### src/rtl/sar_pkg.sv
package sar_pkg;

    typedef logic [5:0] sar_idx_t;

    typedef enum logic [1:0] {
        MODE_DONE  = 2'b01,
        MODE_TRIAL = 2'b10
    } sar_mode_e;

    typedef struct packed {
        sar_mode_e mode;
        sar_idx_t  idx;
    } sar_state_t;

    function automatic logic in_trial(sar_state_t s);
        return s.mode == MODE_TRIAL;
    endfunction

    function automatic logic in_done(sar_state_t s);
        return s.mode == MODE_DONE;
    endfunction

endpackage

### src/rtl/sar_seq.sv
module sar_seq
    import sar_pkg::*;
#(
    parameter int WIDTH     = 12,
    parameter int USED_BITS = 12
) (
    input  logic       clk,
    input  logic       rst,
    input  logic       go,
    output logic       busy,
    output logic       done,
    output logic       last,
    output sar_idx_t   idx
);
    localparam int       LO      = WIDTH - USED_BITS;
    localparam sar_idx_t TOP_IDX = sar_idx_t'(WIDTH - 1);
    localparam sar_idx_t LO_IDX  = sar_idx_t'(LO);

    sar_state_t st;

    always_ff @(posedge clk) begin
        if (rst) begin
            st.mode <= MODE_DONE;
            st.idx  <= '0;
        end else if (go) begin
            st.mode <= MODE_TRIAL;
            st.idx  <= TOP_IDX;
        end else if (in_trial(st)) begin
            if (st.idx == LO_IDX) begin
                st.mode <= MODE_DONE;
            end else begin
                st.idx <= st.idx - sar_idx_t'(1);
            end
        end
    end

    always_comb begin
        busy = in_trial(st);
        done = in_done(st);
        last = busy && (st.idx == LO_IDX);
        idx  = st.idx;
    end
endmodule

### src/rtl/sar_bits.sv
module sar_bits
    import sar_pkg::*;
#(
    parameter int WIDTH = 12
) (
    input  logic             clk,
    input  logic             rst,
    input  logic             go,
    input  logic             busy,
    input  logic             last,
    input  sar_idx_t         idx,
    input  logic             cmp,
    output logic [WIDTH-1:0] q,
    output logic             ser
);
    localparam logic [WIDTH-1:0] ONE  = WIDTH'(1);
    localparam logic [WIDTH-1:0] TOPB = ONE << (WIDTH - 1);

    logic [WIDTH-1:0] cur_m;
    logic [WIDTH-1:0] next_m;
    logic [WIDTH-1:0] upd;

    always_comb begin
        cur_m  = ONE << idx;
        next_m = last ? '0 : (cur_m >> 1);
        upd    = (q & ~cur_m) | (cmp ? cur_m : '0) | next_m;
    end

    always_ff @(posedge clk) begin
        if (rst) begin
            q   <= '0;
            ser <= 1'b0;
        end else if (go) begin
            q <= TOPB;
        end else if (busy) begin
            q   <= upd;
            ser <= cmp;
        end
    end
endmodule

### src/rtl/sar_outmap.sv
module sar_outmap #(
    parameter int WIDTH      = 12,
    parameter bit ACTIVE_LOW = 1'b0
) (
    input  logic [WIDTH-1:0] q,
    input  logic             msb_en,
    output logic [WIDTH-1:0] trial_o,
    output logic [WIDTH-1:0] result_tc
);
    logic [WIDTH-1:0] gated;

    always_comb begin
        gated            = q;
        gated[WIDTH-1]   = q[WIDTH-1] & msb_en;
        result_tc        = q;
        result_tc[WIDTH-1] = ~q[WIDTH-1];
    end

    generate
        if (ACTIVE_LOW) begin : g_low
            assign trial_o = ~gated;
        end else begin : g_high
            assign trial_o = gated;
        end
    endgenerate
endmodule

### src/rtl/sar_ctrl.sv
module sar_ctrl
    import sar_pkg::*;
#(
    parameter int WIDTH      = 12,
    parameter int USED_BITS  = 12,
    parameter bit ACTIVE_LOW = 1'b0
) (
    input  logic             clk,
    input  logic             rst,
    input  logic             start,
    input  logic             run_cont,
    input  logic             cmp_in,
    input  logic             msb_en,
    output logic [WIDTH-1:0] trial_o,
    output logic [WIDTH-1:0] result_tc,
    output logic             ser_o,
    output logic             done_o
);
    logic             go;
    logic             busy;
    logic             done;
    logic             last;
    sar_idx_t         idx;
    logic [WIDTH-1:0] q;

    // Free-running restart: from done, or from any state that is neither
    // done nor trial (guards against lock-up).
    assign go = start | (run_cont & (done | ~busy));

    sar_seq #(.WIDTH(WIDTH), .USED_BITS(USED_BITS)) u_seq (
        .clk(clk), .rst(rst), .go(go),
        .busy(busy), .done(done), .last(last), .idx(idx)
    );

    sar_bits #(.WIDTH(WIDTH)) u_bits (
        .clk(clk), .rst(rst), .go(go), .busy(busy), .last(last),
        .idx(idx), .cmp(cmp_in), .q(q), .ser(ser_o)
    );

    sar_outmap #(.WIDTH(WIDTH), .ACTIVE_LOW(ACTIVE_LOW)) u_out (
        .q(q), .msb_en(msb_en), .trial_o(trial_o), .result_tc(result_tc)
    );

    assign done_o = done;
endmodule

### config.mk
export PLATFORM = sky130hd
export DESIGN_NAME = sar_ctrl
export DESIGN_NICKNAME = d
export VERILOG_FILES = /design/src/rtl/sar_pkg.sv /design/src/rtl/sar_seq.sv /design/src/rtl/sar_bits.sv /design/src/rtl/sar_outmap.sv /design/src/rtl/sar_ctrl.sv
export SDC_FILE = /design/constraint.sdc
export NUM_CORES = 1
export LEC_CHECK = 0
export ABC_AREA = 1
export BUFFER_PORTS_ARGS = -buffer_cell sky130_fd_sc_hd__buf_2
export CAP_MARGIN = 25
export CORE_MARGIN = 3
export CORE_UTILIZATION = 40
export DETAILED_ROUTE_END_ITERATION = 12
export PLACE_DENSITY = 0.7
export SLEW_MARGIN = 0
export SYNTH_ARGS = -nofsm -noshare
export SYNTH_HDL_FRONTEND = slang
export SYNTH_SLANG_ARGS = --single-unit
### constraint.sdc
create_clock -name clk -period 2.6 [get_ports clk]
set_input_delay 0.52 -clock clk [delete_from_list [all_inputs] [get_ports clk]]
set_output_delay 0.52 -clock clk [all_outputs]
set_load 0.01 [all_outputs]
==> flow_metrics.tcl <==
set metrics [dict create \
    fmax_mhz 676 \
    grt_max_degree 24 \
    status "finished, final reports clean" \
    grt_pass1_wl_mm 4.57 \
    finalCritPeriodShare 0.569 \
    port_buffers 31 \
    initial_core_util 0.437 \
    place_area_mm2 0.00140 \
    p_seq_frac 0.555 \
    vias_per_cell 4.86 \
    holdPathStages 2 \
    insertion_delay_ns 0.31 \
    peakVddDrop_mv 0.421 \
    coreArea_mm2 0.00318 \
    synth.area.mux_share 0 \
    grt_usage 0.137 \
    synth-async-reset-ratio 0 \
    dp_hpwl_mm 2.13 \
    synth_area_leaders "dfxtp_1 (30%), nand2_1 (14%), buf_4 (13%), nand3_1 (12%), inv_1 (6.2%)" \
    p_sw_frac 0.310 \
    syn_nets 216 \
    rsz0062_at_grt "false" \
    worst-slew-pin-transition_ns 0.378 \
    gr-total-overflow 0 \
    routedWlPerCell_um 10.6 \
    postCtsSetupRepairBufs 0 \
    rr_worst_depth 6 \
    setup_viol_count_final 0 \
    route.detailed.drc 0 \
    fin_skew_ns 0.00829 \
    die_h_um 64.9 \
    pwr-share-comb 0.177 \
    syn_area_per_cell_um2 6.67 \
    ctsHtreeMaxLevel 1 \
    power_density_mw_per_mm2 432 \
    numCtsBuffers 3 \
    num_rows 20 \
    firstDrtPassIters 4 \
    top_level_ports 32 \
    ant_nets 0 \
    worstHoldStart "rst" \
    finalWirelength_mm 2.77 \
    synthSimpleGateAreaFrac 0.400 \
    path_clk_slew_ns 0.12 \
    cts_sinks 21 \
    synthXorXnorAreaFrac 0.00631 \
    hold_buffers 0 \
    slew_headroom 0.747 \
    syn_area_mm2 0.00139 \
    ys_ff_latch 21 \
    drt_iter0_drc 44 \
    hold_path_class "primary input to flip-flop" \
    crit_path_start "u_seq.st[7]$_SDFFE_PP0P_" \
    design_area_mm2 0.00142 \
    finalCriticalPeriod_ns 1.48 \
    power.leakage_nw 0.762 \
    synth_adder_area_share 0.0180 \
    n_fill_cell 354 \
    final_util 0.448 \
    place.gp.congestion 0.909 \
    clk_path_buf_depth 2 \
    finalPower_w 0.000614 \
    synth_top_cell_by_area "dfxtp_1" \
    die_area_mm2 0.00421 \
    hold_viol_final 0 \
    synth_top_family_by_area "simple AND/OR/NAND/NOR gates" \
    antenna_cells 0 \
    ctsResizeCount 0 \
    die_w_um 64.9 \
    antenna_found_initial 0 \
    final.setup.worst_slack_ns 1.12 \
    power_frac_clock 0.268 \
    slew_violations 0 \
    ys.flop_type "dfxtp_1" \
    first_global_vias 1057 \
    vias 1264 \
    critPathRequiredTime_ns 2.86 \
    dp_worst_setup_slack_ns 0.998 \
    synthCells 208 \
    fin_setup_tns_ns 0 \
    critPathMaxFanout 11 \
    drive_gt1_frac 0.236 \
    critical_path_arrival_ns 1.74 \
    synth-compound-area-share 0.0469 \
    ys_seq_area_frac 0.303 \
    cp-start-kind "flip-flop" \
    cts_tree "yes" \
    syn_to_final_growth_pct 2.52 \
    yosys_warnings 0 \
    p_switching_w 0.000190 \
    synth_cell_types 24 \
    r2r_start "u_seq.st[7]$_SDFFE_PP0P_" \
    synth-edff-count 0 \
    cts_root_buf "clkbuf_4" \
    critical_path.endpoint_type "flip-flop" \
    finalNetCount 225 \
    cap_violations 0 \
    p_int_w 0.000424 \
    crit_type "flip-flop to flip-flop" \
    synth_top_area_share 0.303 \
]
==> flip-flops by register name, summed over array words and instances, names as in the netlist <==
name / flops
u_bits.q: 12
u_bits.ser: 1
u_seq.idx: 6
u_seq.st: 2
==> per-layer routing <==
metal,track usage,wire (um),share of wire
met5,0,0,0
met4,0.0290,17,0.0061
met3,0.0381,124,0.045
met2,0.226,1280,0.46
met1,0.176,1340,0.49
==> cell type report <==
type                            instances  area, um2  area share
Inverter                               29        111      0.0783
Multi-Input combinational cell        131        654       0.460
Timing Repair Buffer                   31        155       0.109
Clock buffer                            4       26.3      0.0185
Tap cell                               44       55.1      0.0387
Sequential cell                        21        420       0.296
==> per-stage QoR <==
step / instances / hold slack, ns
after global placement: 256 / 0.471
after global routing: 260 / 0.426
after CTS: 260 / 0.416
after floorplan: 208 / 0.459
after detailed placement: 256 / 0.470
final: 260 / 0.420
==> cell usage in the layout, fill, tap and decap left out, types with 2 or more instances in the layout <==
cell	synthesis	layout
inv_1	23	23
clkbuf_4	0	3
a31oi_1	3	3
nor2_4	3	3
nand2_2	3	3
buf_2	2	31
nor2_2	2	2
a21oi_1	5	5
inv_2	5	5
ha_1	2	2
nand3_1	34	34
nand4_1	7	7
nor2_1	13	13
nand2_1	52	52
dfxtp_1	21	21
==> power groups by stage <==
stage                     Sequential (W)  Combinational (W)  Clock, W
final                           0.000341           0.000109  0.000164
after global routing            0.000343           0.000123  0.000184
after CTS                       0.000341           0.000109  0.000171
after detailed placement        0.000348           0.000108         0
after global placement          0.000348           0.000106         0
after floorplan                 0.000346          0.0000850         0
==> worst paths after layout <==
| path | endpoint | slack (ns) |
|---|---|---|
| max reg2reg | u_seq.idx[5]$_SDFFE_PP0P_ | 1.12 |
| min reg2reg | u_bits.ser$_SDFFE_PP0P_ | 0.49 |
| max | u_seq.idx[5]$_SDFFE_PP0P_ | 1.12 |
| min | u_seq.idx[3]$_SDFFE_PP0P_ | 0.42 |
==> synthesized netlist by cell type (2+ instances only) <==
library cell  instances
nor2_4                3
buf_4                24
nand2_1              52
a31oi_1               3
nor2_2                2
nand4_1               7
inv_2                 5
ha_1                  2
buf_2                 2
a21oi_1               5
nor2_1               13
nand2_2               3
inv_1                23
dfxtp_1              21
nand3_1              34
==> worst max-delay path: stages (launching register included) <==
cell	delay [ns]
dfxtp_1	0.38
nand2_2	0.14
a21oi_4	0.26
nand2_2	0.13
inv_1	0.29
nand2_1	0.10
a21oi_1	0.11
==> cells by family (layout without fill, tap and decap cells) <==
logic type	after synthesis	after routing
AO/OA/AOI/OAI	10	10
AND/OR/NAND/NOR	118	118
adder cells (fa/ha/maj)	2	2
flip-flops	21	21
XOR/XNOR	1	1
buffers and inverters	56	64
No activity file was read; power rests on OpenSTA's default activity.
